### config.mk
export PLATFORM = sky130hd
export DESIGN_NAME = lnk_line_ctrl
export DESIGN_NICKNAME = d
export VERILOG_FILES = /design/src/rtl/lnk_pkg.sv /design/src/rtl/lnk_regfile.sv /design/src/rtl/lnk_chan_gate.sv /design/src/rtl/lnk_line_ctrl.sv
export SDC_FILE = /design/constraint.sdc
export NUM_CORES = 1
export LEC_CHECK = 0
export BUFFER_PORTS_ARGS = -buffer_cell sky130_fd_sc_hd__buf_4
export CORE_MARGIN = 4
export CORE_UTILIZATION = 50
export DETAILED_ROUTE_END_ITERATION = 10
export MAX_ROUTING_LAYER = met4
export PLACE_DENSITY = 0.79
export SYNTH_ARGS = -nofsm -noshare
export SYNTH_HDL_FRONTEND = slang
export SYNTH_SLANG_ARGS = --single-unit
### constraint.sdc
create_clock -name clk -period 1.7 [get_ports clk]
set_input_delay 0.085 -clock clk [delete_from_list [all_inputs] [get_ports clk]]
set_output_delay 0.085 -clock clk [all_outputs]
set_load 0.005 [all_outputs]
### src/rtl/lnk_pkg.sv
package lnk_pkg;

    // Per-channel enable controls, nibble bits 2..0
    typedef struct packed {
        logic tt_hold;   // bit 2: clock driver forced on
        logic tx_hold;   // bit 1: data driver forced on
        logic rx_hold;   // bit 0: receiver forced on
    } lane_cfg_t;

    // Per-channel routing controls, active low
    typedef struct packed {
        logic tt_open;   // bit 1: TT switch open
        logic st_open;   // bit 0: ST switch open
    } route_cfg_t;

    localparam int LANE_BITS   = $bits(lane_cfg_t);
    localparam int ROUTE_BITS  = $bits(route_cfg_t);
    localparam int NIBBLE_W    = 4;
    localparam int LANES_PER_B = 8 / NIBBLE_W;
    localparam int ROUTE_PER_B = 8 / ROUTE_BITS;

    localparam lane_cfg_t  LANE_RST  = '{tt_hold: 1'b1, tx_hold: 1'b1, rx_hold: 1'b1};
    localparam route_cfg_t ROUTE_RST = '{tt_open: 1'b0, st_open: 1'b1};

endpackage

### src/rtl/lnk_regfile.sv
module lnk_regfile
    import lnk_pkg::*;
#(
    parameter int NUM_CH = 4,
    parameter int ADDR_W = 2
) (
    input  logic                      clk,
    input  logic                      rst_n,
    input  logic                      bus_wr,
    input  logic [ADDR_W-1:0]         bus_addr,
    input  logic [7:0]                bus_wdata,
    output logic [7:0]                bus_rdata,
    output lane_cfg_t  [NUM_CH-1:0]   lane_cfg_o,
    output route_cfg_t [NUM_CH-1:0]   route_cfg_o
);

    localparam int EN_BYTES = NUM_CH / LANES_PER_B;
    localparam int CK_BYTES = NUM_CH / ROUTE_PER_B;
    localparam int MAP_BYTES = EN_BYTES + CK_BYTES;

    lane_cfg_t  [NUM_CH-1:0] lane_q;
    route_cfg_t [NUM_CH-1:0] route_q;

    // Storage: only functional bits are kept
    always_ff @(posedge clk or negedge rst_n) begin
        if (!rst_n) begin
            lane_q  <= {NUM_CH{LANE_RST}};
            route_q <= {NUM_CH{ROUTE_RST}};
        end else if (bus_wr) begin
            for (int c = 0; c < NUM_CH; c++) begin
                if (bus_addr == ADDR_W'(c / LANES_PER_B))
                    lane_q[c] <= bus_wdata[(c % LANES_PER_B) * NIBBLE_W +: LANE_BITS];
                if (bus_addr == ADDR_W'(EN_BYTES + c / ROUTE_PER_B))
                    route_q[c] <= bus_wdata[(c % ROUTE_PER_B) * ROUTE_BITS +: ROUTE_BITS];
            end
        end
    end

    // Read mux: unmapped bits and offsets give zero
    always_comb begin
        bus_rdata = '0;
        for (int c = 0; c < NUM_CH; c++) begin
            if (bus_addr == ADDR_W'(c / LANES_PER_B))
                bus_rdata[(c % LANES_PER_B) * NIBBLE_W +: LANE_BITS] = lane_q[c];
            if (bus_addr == ADDR_W'(EN_BYTES + c / ROUTE_PER_B))
                bus_rdata[(c % ROUTE_PER_B) * ROUTE_BITS +: ROUTE_BITS] = route_q[c];
        end
    end

    assign lane_cfg_o  = lane_q;
    assign route_cfg_o = route_q;

    // Write capture and spare-bit checks per channel
    for (genvar c = 0; c < NUM_CH; c++) begin : g_chk
        localparam int LO   = (c % LANES_PER_B) * NIBBLE_W;
        localparam int RLO  = (c % ROUTE_PER_B) * ROUTE_BITS;
        localparam logic [ADDR_W-1:0] LA = ADDR_W'(c / LANES_PER_B);
        localparam logic [ADDR_W-1:0] RA = ADDR_W'(EN_BYTES + c / ROUTE_PER_B);

        p_lane_capture_r1: assert property (@(posedge clk) disable iff (!rst_n)
            (bus_wr && bus_addr == LA) |=> (lane_q[c] == $past(bus_wdata[LO +: LANE_BITS])));

        p_spare_ignored_r5: assert property (@(posedge clk) disable iff (!rst_n)
            (bus_wr && bus_addr == LA && bus_wdata[LO + NIBBLE_W - 1])
            |=> (lane_q[c] == $past(bus_wdata[LO +: LANE_BITS])));

        p_route_capture_r6: assert property (@(posedge clk) disable iff (!rst_n)
            (bus_wr && bus_addr == RA) |=> (route_q[c] == $past(bus_wdata[RLO +: ROUTE_BITS])));
    end

    p_hold_r9: assert property (@(posedge clk) disable iff (!rst_n)
        (!bus_wr || bus_addr >= ADDR_W'(MAP_BYTES)) |=> ($stable(lane_q) && $stable(route_q)));

    p_unmapped_zero_r9: assert property (@(posedge clk) disable iff (!rst_n)
        (bus_addr >= ADDR_W'(MAP_BYTES)) |-> (bus_rdata == 8'h00));

endmodule

### src/rtl/lnk_chan_gate.sv
module lnk_chan_gate
    import lnk_pkg::*;
(
    input  logic        clk,
    input  logic        rst_n,
    input  logic        rts,
    input  logic        tclk_oe,
    input  lane_cfg_t   lane,
    input  route_cfg_t  route,
    output logic        rx_en,
    output logic        tx_en,
    output logic        tt_en,
    output logic        st_link,
    output logic        tt_link
);

    // Receiver listens while not sending; drivers work while sending
    always_comb begin
        rx_en   = lane.rx_hold | ~rts;
        tx_en   = lane.tx_hold |  rts;
        tt_en   = lane.tt_hold |  rts;
        st_link = ~route.st_open;
        tt_link = ~route.tt_open;
    end

    p_rx_idle_r2: assert property (@(posedge clk) disable iff (!rst_n)
        !rts |-> rx_en);
    p_rx_echo_r2: assert property (@(posedge clk) disable iff (!rst_n)
        (rts && !lane.rx_hold) |-> !rx_en);
    p_tx_quiet_r3: assert property (@(posedge clk) disable iff (!rst_n)
        (!rts && !lane.tx_hold) |-> !tx_en);
    p_tt_quiet_r4: assert property (@(posedge clk) disable iff (!rst_n)
        (!rts && !lane.tt_hold) |-> !tt_en);
    // Controller must not drive its clock pin onto the ST receiver path
    p_st_vs_oe_r6: assert property (@(posedge clk) disable iff (!rst_n)
        st_link |-> !tclk_oe);

endmodule

### src/rtl/lnk_line_ctrl.sv
module lnk_line_ctrl
    import lnk_pkg::*;
#(
    parameter int NUM_CH = 4,
    parameter int ADDR_W = 2
) (
    input  logic              clk,
    input  logic              rst_n,
    input  logic              bus_wr,
    input  logic [ADDR_W-1:0] bus_addr,
    input  logic [7:0]        bus_wdata,
    output logic [7:0]        bus_rdata,
    input  logic [NUM_CH-1:0] rts_i,
    input  logic [NUM_CH-1:0] tclk_oe_i,
    output logic [NUM_CH-1:0] rx_en_o,
    output logic [NUM_CH-1:0] tx_en_o,
    output logic [NUM_CH-1:0] tt_en_o,
    output logic [NUM_CH-1:0] st_link_o,
    output logic [NUM_CH-1:0] tt_link_o
);

    lane_cfg_t  [NUM_CH-1:0] lane_cfg;
    route_cfg_t [NUM_CH-1:0] route_cfg;

    lnk_regfile #(.NUM_CH(NUM_CH), .ADDR_W(ADDR_W)) u_regs (
        .clk         (clk),
        .rst_n       (rst_n),
        .bus_wr      (bus_wr),
        .bus_addr    (bus_addr),
        .bus_wdata   (bus_wdata),
        .bus_rdata   (bus_rdata),
        .lane_cfg_o  (lane_cfg),
        .route_cfg_o (route_cfg)
    );

    for (genvar c = 0; c < NUM_CH; c++) begin : g_ch
        lnk_chan_gate u_gate (
            .clk     (clk),
            .rst_n   (rst_n),
            .rts     (rts_i[c]),
            .tclk_oe (tclk_oe_i[c]),
            .lane    (lane_cfg[c]),
            .route   (route_cfg[c]),
            .rx_en   (rx_en_o[c]),
            .tx_en   (tx_en_o[c]),
            .tt_en   (tt_en_o[c]),
            .st_link (st_link_o[c]),
            .tt_link (tt_link_o[c])
        );
    end

    p_reset_defaults_r7: assert property (@(posedge clk) disable iff (!rst_n)
        $rose(rst_n) |-> (st_link_o == '0 && tt_link_o == '1 && rx_en_o == '1
                          && tx_en_o == '1 && tt_en_o == '1));

endmodule

== Yosys cells after proc, flatten, opt, wreduce, memory -nomap -nowiden ==
Index checks and enable logic that the tools add are counted.
Word-level totals
  bits in registers: 20
  bits of input ports: 21
  word-level logic and storage cells: 58
Operators by class
  equality and inequality tests: 2
  multiplexer cells: 8
  bitwise operators: 24
  reduce and logical (&&, ||, !) cells: 4
Operators by type and width (count)
  3-bit two-way mux: 4
  1-bit inverter: 12
  1-bit OR: 12
  2-bit two-way mux: 4
  2-bit AND reduction: 3
  2-bit by 1-bit == test with 1-bit output (second input constant): 1
  2-bit == test (second input constant): 1
  2-bit logical NOT: 1

== Logic depth before layout (Yosys ltp) ==
Gate-level depths: netlist (run 1).
  depth in word-level cells: 5
  mapped depth: 3

== By module ==
From an unflattened synthesis (run 1), not the netlist that was laid out.
Second synthesis, totals
  cell total of the unflattened synthesis: 80
  area, all modules: 1038.5 µm²
Modules (own cells, without submodules)
  lnk_regfile: times used 1, cells each 60, area each 933.4 µm²
  lnk_chan_gate: times used 4, cells each 5, area each 26.3 µm²

== Worst setup path after synthesis (run 1) ==
No wires, ideal clock.
  path type: input -> register
  start point: input bus_addr[0]
  end point: register u_regs.lane_q (netlist bit u_regs.lane_cfg_o[0])
  arrival: 0.799 ns
  slack: 0.819 ns
  stages: 2
  path through: nor3b_2 mux2_2
Between the ends
  word-level cells in the longest chain between the ends: 2
RTL lines
  from (decl): RTL line lnk_line_ctrl.sv:10  | input logic [ADDR_W-1:0] bus_addr,
  2-bit logical NOT: RTL line lnk_regfile.sv:31  | if (bus_addr == ADDR_W'(c / LANES_PER_B))
  2-bit AND reduction (no line)
  to (signal assigned): RTL line lnk_regfile.sv:27  | lane_q <= {NUM_CH{LANE_RST}};
  to (signal, indexed assignment): RTL line lnk_regfile.sv:32  | lane_q[c] <= bus_wdata[(c % LANES_PER_B) * NIBBLE_W +: LANE_BITS];
  to (decl): RTL line lnk_regfile.sv:21  | lane_cfg_t [NUM_CH-1:0] lane_q;
No other way between the ends.
A chain may end at the register's enable or synchronous reset.

== Worst setup path after layout (run 1) ==
  start point: register u_regs.route_q (netlist bit u_regs.route_cfg_o[0])
  end point: output bus_rdata[0]
Between the ends
  word-level cells in the longest chain between the ends: 2
RTL lines
  from (decl): RTL line lnk_regfile.sv:22  | route_cfg_t [NUM_CH-1:0] route_q;
  from (signal assigned): RTL line lnk_regfile.sv:28  | route_q <= {NUM_CH{ROUTE_RST}};
  from (signal, indexed assignment): RTL line lnk_regfile.sv:34  | route_q[c] <= bus_wdata[(c % ROUTE_PER_B) * ROUTE_BITS +: ROUTE_BITS];
  2-bit two-way mux: RTL line lnk_regfile.sv:45  | if (bus_addr == ADDR_W'(EN_BYTES + c / ROUTE_PER_B))
  3-bit two-way mux: RTL line lnk_regfile.sv:43  | if (bus_addr == ADDR_W'(c / LANES_PER_B))
  to (decl): RTL line lnk_line_ctrl.sv:12  | output logic [7:0] bus_rdata,
No other way between the ends.

==> run metrics, run 1 <==
CTS tree=done; Post-Syn Area=~1200 µm²; drt wl/cell=roughly 15 µm; Max-Cap Viols=0; Max H-tree Level=1; number of global-route vias before repair=about 860; Synth warnings=0; final setup fails=0; clock buffer count from CTS=3; initial antenna violation count=0; power consumption=~1.5 mW; Worst path slowest cell=dfstp_2; CP startpoint kind=flop; CTS clock-pin slew for the worst setup and hold paths=~0.12 ns; sum of negative setup slack=0 ns; Starting Density=0.532; Most used DFF post-synth=dfstp_2; Core Region=~2200 µm²; Critical Path End Type=output pin; full die area=3220 µm²; sequential fraction of the synthesis area=0.438; CTS Sinks=20; most frequent cell after synthesis=buf_4; syn_nets=roughly 120; Clock Tree Root=clkbuf_4; worst-path cell chain=mux2i_1 -> o2bb2ai_1 -> buf_4; port buffer count=44; DP HPWL=1750 µm; top cell type's share of synthesized area=0.354; Slew Viols, Final=0; Netlist cell types=14; die width=approximately 57 µm; Worst Path Required=approximately 1.6 ns; share of layout cells above drive strength 1=0.731; DRC=0; Post-Place Setup Slack=~0.41 ns; Peak VDD IR=approximately 0.80 mV; worst r2r src=u_regs.route_cfg_o[5]; status=finished clean; top cells by count, synth=buf_4, mux2_2, dfstp_2, inv_1, or2_2; DR vias=~780; RSZ-0062 raised after global routing=no; routed vias/inst=roughly 5; Detailed Route WL=approximately 2400 µm; Row Count=17; synth top area cells=dfstp_2, mux2_2, buf_4, dfrtp_1, mux2i_1; skew final=0 ns; Iter 0 DRT Violations=6; Worst Setup SP=u_regs.route_cfg_o[0]; synth-to-layout area growth=24.3%; time the worst path needs with I/O delays and setup=between 1 and 1.5 ns; GPL Wtd Cong=0.748; Final #Nets=approximately 150; Max stage delay on crit path=~0.56 ns; crit path capture=bus_rdata[0]; Seq cells post-synth=20; slack of the critical path=0.362 ns; Crit path arrival time=1.25 ns; leakage=slightly below 0.7 nW; crit-path max FO=3; post-synthesis async set-or-reset flop share=1.00; FF-to-FF setup slack=approximately 0.9 ns; fmax=approximately 750 MHz; final core occ=0.662; Syn Inst Count=100; Final ANT Viol Nets=0; Final Cycle Share=0.787; io pins=49; Max clock buf depth=2; pin slew with the least headroom to its limit=0.571 ns; Clk Latency, worst-skew pair=0.31 ns; number of hold violations in the final report=0; largest net degree at the start of global routing=21; setup bufs post-CTS=0; Post-CTS Resized=0; syn_area_per_cell=between 10 and 15 µm²; FF-to-FF End=u_regs.route_cfg_o[5]; gr ovfl total=0; Antenna Cells=0; GRT Total Usage=0.167; PwrDens=roughly 1000 nW/µm²; first-pass GRT wire length=just over 4000 µm; EDFF count, synth=0; fillers=about 180; R2R cell count=1; Worst Hold Class=in2reg; area leader, netlist=dfstp_2; drt first pass iters=2; critical path class=reg2out; Worst slew margin=0.618; die height=about 57 µm
[layer usage]
| layer | routed length [µm] | GRT usage |
|---|---|---|
| met1 | 976 | 0.196 |
| met2 | 1290 | 0.281 |
| met3 | 140 | 0.0391 |
| met4 | 33 | 0.0596 |
| met5 | 0 | - |
[report_power, final]
part / switching (mW) / total, mW / leakage (nW) / internal [mW]
sequential: 0.0627 / 0.683 / 0.215 / 0.620
combinational: 0.150 / 0.420 / 0.444 / 0.270
clock: 0.161 / 0.400 / 0.0279 / 0.239
total: 0.374 / 1.50 / 0.687 / 1.13
[logic make-up (layout without fill, tap and decap cells)]
family / count (synthesis) / count (layout) / synth area share
buffers and inverters: 30 / 60 / 0.167
muxes: 26 / 26 / 0.240
DFF: 20 / 20 / 0.438
and+or+nand+nor: 18 / 18 / 0.111
AOI/OAI and AO/OA: 6 / 6 / 0.0442
[critical path, delay by kind of cell (launching register included)]
family	cells	cell delay, ns
mux	1	0.07
buf+inv	1	0.13
flops	1	0.56
compound gates	1	0.17
[cells in the final DEF, fill, tap and decap left out, types with 3 or more instances in the layout]
master | synthesis | final
o2bb2ai_1 | 6 | 6
mux2_2 | 20 | 20
buf_4 | 21 | 44
or2_2 | 8 | 8
nand2b_1 | 4 | 4
dfrtp_1 | 4 | 4
inv_1 | 8 | 8
dlygate4sd3_1 | 0 | 4
clkbuf_4 | 0 | 3
mux2i_1 | 6 | 6
dfstp_2 | 16 | 16
[sequential cells by signal (all words and copies together), names as in the netlist]
name,cells
u_regs.lane_cfg_o,12
u_regs.route_cfg_o,8
[layout make-up]
| cell class | instances | area [µm²] | share of cell area |
|---|---|---|---|
| Clock buffer | 3 | 22.5 | 0.0152 |
| Clock inverter | 1 | 30.0 | 0.0203 |
| Inverter | 8 | 30.0 | 0.0203 |
| Multi-Input combinational cell | 50 | 469 | 0.318 |
| Sequential cell | 20 | 520 | 0.352 |
| Tap cell | 28 | 35.0 | 0.0237 |
| Timing Repair Buffer | 48 | 370 | 0.251 |
[repair_timing]
action	in CTS	in global routing
hold endpoints to repair	22	1
hold buffers	3	1
setup endpoints to repair	0	0
[how the worst min path moves through the flow]
| stage | to | slack, ns | cells after the start | startpoint |
|---|---|---|---|---|
| after floorplan | u_regs.route_cfg_o[1] | -0.21 | 0 | rst_n |
| after global placement | u_regs.route_cfg_o[7] | -0.03 | 1 | rst_n |
| after detailed placement | u_regs.route_cfg_o[7] | -0.03 | 1 | rst_n |
| after CTS | u_regs.lane_cfg_o[8] | 0.001 | 2 | bus_wdata[2] |
| after global routing | u_regs.lane_cfg_o[7] | 0.002 | 2 | bus_wdata[1] |
| final | u_regs.lane_cfg_o[0] | 0.01 | 2 | bus_wdata[0] |
[per-stage QoR]
stage | hold slack, ns | instance area, µm² | instances
CTS | 0.000954 | 1470 | 157
finish | 0.0123 | 1480 | 158
detailed placement | -0.0257 | 1390 | 150
floorplan | -0.211 | 1190 | 100
global route | 0.00156 | 1480 | 158
global placement | -0.0282 | 1390 | 150
Note: power is estimated with default switching activity, not from simulation.
==> inputs of run 2 (changes only) <==
--- a/config.mk
+++ b/config.mk
@@ -7,10 +7,10 @@
 export LEC_CHECK = 0
 export BUFFER_PORTS_ARGS = -buffer_cell sky130_fd_sc_hd__buf_4
 export CORE_MARGIN = 4
-export CORE_UTILIZATION = 50
+export CORE_UTILIZATION = 47
 export DETAILED_ROUTE_END_ITERATION = 10
 export MAX_ROUTING_LAYER = met4
-export PLACE_DENSITY = 0.79
+export PLACE_DENSITY = 0.74
 export SYNTH_ARGS = -nofsm -noshare
 export SYNTH_HDL_FRONTEND = slang
 export SYNTH_SLANG_ARGS = --single-unit
==> constraint.sdc (replaced) <==
create_clock -name clk -period 1.4 [get_ports clk]
set_input_delay 0.07 -clock clk [delete_from_list [all_inputs] [get_ports clk]]
set_output_delay 0.07 -clock clk [all_outputs]
set_load 0.005 [all_outputs]
==> run 2 against run 1 <==
Against the previous run:
- combinational power increased by 23%
- worst setup slack got worse by 0.28 ns
- clock power is 16% higher
- wire length down 3.1%
- final area rose by 2.0%
- worst hold slack barely moved
- global-route usage is 1.5 points lower
- register-to-register slack worse by 0.29 ns
- critical path depth unchanged
==> run metrics, run 2 (synthesis gave the netlist of run 1 again) <==
clock buffer count from CTS=3; number of hold violations in the final report=0; Max clock buf depth=2; Buf+Inv Stages, Crit Path=1; PwrDens=1200 nW/µm²; Final Cycle Share=0.939; DR vias=between 800 and 900; final setup fails=0; commonest non-fill, non-tap cells in the layout=buf_4, mux2_2, dfstp_2, or2_2, inv_1; Worst slew margin=0.831; Detailed Route WL=between 2000 and 2500 µm; Max stage delay on crit path=0.56 ns; full die area=3400 µm²; worst-path cell chain=mux2i_1 -> o2bb2ai_1 -> buf_4; gr ovfl total=0; pin slew with the least headroom to its limit=0.252 ns; time the worst path needs with I/O delays and setup=1.32 ns; Post-Layout Cell Count=162; DRC=0; Max-Cap Viols=0; worst r2r src=u_regs.route_cfg_o[5]; Row Count=17; die height=just under 60 µm; Worst path slowest cell=dfstp_2; DP HPWL=between 1500 and 2000 µm; Clock Tree Root=clkbuf_4; RSZ-0062 raised after global routing=no; port buffer count=between 40 and 50; Antenna Cells=0; largest net degree at the start of global routing=21; HP Start=bus_wdata[0]; GRT Total Usage=0.153; synth-to-layout area growth=26.8%; die width=58.3 µm; number of global-route vias before repair=between 800 and 900; most common cell after layout, fill and taps aside=buf_4; share of layout cells above drive strength 1=0.739; Worst Setup SP=u_regs.route_cfg_o[0]; Largest register FFs=12; Worst Hold Class=in2reg; R2R cell count=1; skew final=0 ns; CTS tree=done; Worst Path Required=1.33 ns; routed vias/inst=around 5.1; sum of negative setup slack=0 ns; initial antenna violation count=0; drt wl/cell=between 10 and 15 µm; leakage=0.708 nW; io pins=just under 50; GPL Wtd Cong=slightly above 0.7; placed insts=approximately 150; register area=between 500 and 600 µm²; Peak VDD IR=a little under 0.7 mV; setup bufs post-CTS=0; first-pass GRT wire length=3880 µm; CP startpoint kind=flop; FF-to-FF setup slack=around 0.63 ns; Multi-input gate area=469 µm²; Slew Viols, Final=0; CTS Sinks=20; Core Region=approximately 2300 µm²; crit path capture=bus_rdata[0]; status=finished clean; CTS clock-pin slew for the worst setup and hold paths=about 0.12 ns; Post-Place Setup Slack=0.325 ns; Critical Path End Type=output pin; critical path class=reg2out; Max H-tree Level=1; Starting Density=0.513; cell family with most CP delay=flip-flops; Final #Nets=156; crit-path max FO=3; Final ANT Viol Nets=0; Clk Latency, worst-skew pair=roughly 0.30 ns; slack of the critical path=about 0.085 ns; drt first pass iters=4; fmax=roughly 760 MHz; Iter 0 DRT Violations=21; fillers=approximately 200; FF-to-FF End=u_regs.route_cfg_o[5]; cell depth of the worst setup path=3; Crit path arrival time=1.25 ns
## run 2: area by class of cell
cell class	instances	area share
inverter	8	0.0199
tap	28	0.0232
sequential	20	0.345
clock inverter	1	0.0199
multi-input combinational	50	0.311
clock buffer	3	0.0149
timing repair buffer	52	0.266
## run 2: worst min-delay path by stage
stage	end	slack (ns)	cells after the start
finish	u_regs.lane_cfg_o[6]	0.01	2
global route	u_regs.lane_cfg_o[2]	0.004	2
CTS	u_regs.route_cfg_o[1]	0.0004	2
detailed placement	u_regs.route_cfg_o[5]	-0.04	1
global placement	u_regs.route_cfg_o[5]	-0.04	1
floorplan	u_regs.route_cfg_o[1]	-0.23	0
## run 2: repair_timing
| action | 4_1_cts | 5_1_grt |
|---|---|---|
| gates resized for setup | 0 | 0 |
| hold endpoints to repair | 22 | 1 |
| endpoints found under the setup margin | 0 | 0 |
| hold buffers | 3 | 1 |
## run 2: power by group
part           total, mW  switching (mW)  internal [mW]  leakage, nW
sequential         0.829          0.0760          0.753        0.215
clock              0.465           0.175          0.289       0.0279
combinational      0.518           0.184          0.334        0.464
## run 2: metrics by stage
stage,instance area [µm²],hold slack (ns),total power [mW],util
after floorplan,1190,-0.226,1.18,-
after global placement,1420,-0.0426,1.34,0.610
after detailed placement,1420,-0.0414,1.36,0.610
after CTS,1500,0.000378,1.84,0.646
after global routing,1510,0.00448,1.92,0.650
final,1510,0.0124,1.81,0.650
## run 2: per-layer routing
layer / vias to the layer above / global-route usage / part of all wire
li1: 387 / - / -
met1: 407 / 0.175 / 0.40
met2: 26 / 0.273 / 0.53
met3: 2 / 0.0285 / 0.064
met4: 0 / 0.0397 / 0.0042
met5: - / - / 0
==> inputs of run 3 (changes only) <==
--- a/config.mk
+++ b/config.mk
@@ -9,8 +9,8 @@
 export CORE_MARGIN = 4
 export CORE_UTILIZATION = 47
 export DETAILED_ROUTE_END_ITERATION = 10
-export MAX_ROUTING_LAYER = met4
 export PLACE_DENSITY = 0.74
+export REMOVE_ABC_BUFFERS = 1
 export SYNTH_ARGS = -nofsm -noshare
 export SYNTH_HDL_FRONTEND = slang
 export SYNTH_SLANG_ARGS = --single-unit
==> run 3 against run 2 <==
Against the previous run:
- sequential cell count unchanged
- global-route usage up 0.73 points
- sequential share of layout area up 0.23 points
- critical path depth unchanged
- largest power group unchanged
==> run metrics, run 3 (synthesis gave the netlist of run 1 again) <==
status=finished clean; Met1 Routed Length=approximately 980 µm; largest net degree at the start of global routing=21; Largest register FFs=12; Buf+Inv Stages, Crit Path=1; Core Region=between 2000 and 2500 µm²; Antenna Cells=0; CTS clock-pin slew for the worst setup and hold paths=~0.12 ns; crit-path max FO=3; commonest non-fill, non-tap cells in the layout=buf_4, mux2_2, dfstp_2, or2_2, inv_1; Critical Path End Type=output pin; clock buffer count from CTS=3; GPL Wtd Cong=approximately 0.75; fmax=around 770 MHz; synth-to-layout area growth=26.0%; Worst Hold Class=in2reg; Max-Cap Viols=0; full die area=between 3000 and 4000 µm²; Slew Viols, Final=0; die height=58.3 µm; met3 wire length=106 µm; Final #Nets=roughly 160; DP HPWL=roughly 1900 µm; Clk Latency, worst-skew pair=between 0.2 and 0.3 ns; Crit path arrival time=~1.2 ns; Max stage delay on crit path=approximately 0.56 ns; setup bufs post-CTS=0; routed vias/inst=~5.0; port buffer count=between 40 and 50; Detailed Route WL=2470 µm; fillers=between 150 and 200; number of global-route vias before repair=853; CTS tree=done; Starting Density=0.513; final core occ=0.646; drt wl/cell=between 15 and 20 µm; time the worst path needs with I/O delays and setup=1.29 ns; DR vias=between 700 and 800; Iter 0 DRT Violations=5; initial antenna violation count=0; GRT Total Usage=0.160; Worst Path Required=about 1.3 ns; PwrDens=1210 nW/µm²; Worst slew margin=0.821; CTS Sinks=20; DR top layer=met3; worst-path cell chain=mux2i_1 -> o2bb2ai_1 -> buf_4; most common cell after layout, fill and taps aside=buf_4; Max clock buf depth=2; share of layout cells above drive strength 1=0.744; Post-Place Setup Slack=just over 0.3 ns; Final ANT Viol Nets=0; first-pass GRT wire length=approximately 4200 µm; cell family with most CP delay=flip-flops; Max H-tree Level=1; critical path class=reg2out; Worst path slowest cell=dfstp_2; skew final=0 ns; leakage=0.704 nW; slack of the critical path=about 0.11 ns; CP startpoint kind=flop; Final Cycle Share=0.923; Peak VDD IR=0.863 mV; Row Count=17; drt first pass iters=2; final setup fails=0; number of hold violations in the final report=0; sum of negative setup slack=0 ns; gr ovfl total=0; pin slew with the least headroom to its limit=0.267 ns; DRC=0; RSZ-0062 raised after global routing=no; WL met2=1390 µm; die width=58.3 µm; io pins=49; Clock Tree Root=clkbuf_4
[run 3: layout make-up]
class                      count  area (µm²)  share of cell area
tap                           28        35.0              0.0234
clock inverter                 1        30.0              0.0201
clock buffer                   3        22.5              0.0150
sequential                    20         520               0.348
multi-input combinational     50         469               0.313
timing repair buffer          51         390               0.261
inverter                       8        30.0              0.0201
[run 3: path summary, 6_finish.rpt]
| check | startpoint | to | slack [ns] | cells past startpoint |
|---|---|---|---|---|
| worst max-delay path | u_regs.route_cfg_o[0] | bus_rdata[0] | 0.11 | 3 |
| worst min-delay path | bus_wdata[7] | u_regs.route_cfg_o[7] | 0.009 | 2 |
| max in group asynchronous | rst_n | u_regs.lane_cfg_o[10] | 0.96 | 2 |
| min in group asynchronous | rst_n | u_regs.route_cfg_o[7] | 0.17 | 2 |
| worst min register to register | u_regs.route_cfg_o[7] | u_regs.route_cfg_o[7] | 0.55 | 1 |
| worst max register to register | u_regs.route_cfg_o[3] | u_regs.route_cfg_o[3] | 0.62 | 1 |
[run 3: metrics by stage]
| stage | hold WS (ns) | std cells | instance area, µm² | power (mW) |
|---|---|---|---|---|
| 5_1_grt | 0.000808 | 161 | 1500 | 1.93 |
| 4_1_cts | 0.00591 | 159 | 1480 | 1.84 |
| 2_1_floorplan | -0.226 | 78 | 1020 | 1.05 |
| 3_5_place_dp | -0.0401 | 154 | 1420 | 1.36 |
| 3_3_place_gp | -0.0424 | 154 | 1420 | 1.34 |
| 6_report | 0.00942 | 161 | 1500 | 1.82 |
[run 3: timing repair]
item | 4_1_cts | 5_1_grt
hold endpoints to repair | 20 | 2
setup endpoints to repair | 0 | 0
resized for setup | 0 | 0
hold buffers | 1 | 2
[run 3: power by group]
| part | internal (mW) | leakage, nW | switching, mW | total [mW] |
|---|---|---|---|---|
| combinational | 0.333 | 0.460 | 0.187 | 0.520 |
| sequential | 0.753 | 0.215 | 0.0756 | 0.828 |
| clock | 0.289 | 0.0279 | 0.179 | 0.468 |
| total | 1.37 | 0.704 | 0.442 | 1.82 |
[run 3: metal layers]
| layer | up-vias | track usage |
|---|---|---|
| met5 | - | 0 |
| met4 | 0 | 0.0298 |
| met3 | 0 | 0.0307 |
| met2 | 16 | 0.297 |
| met1 | 398 | 0.192 |
| li1 | 383 | - |
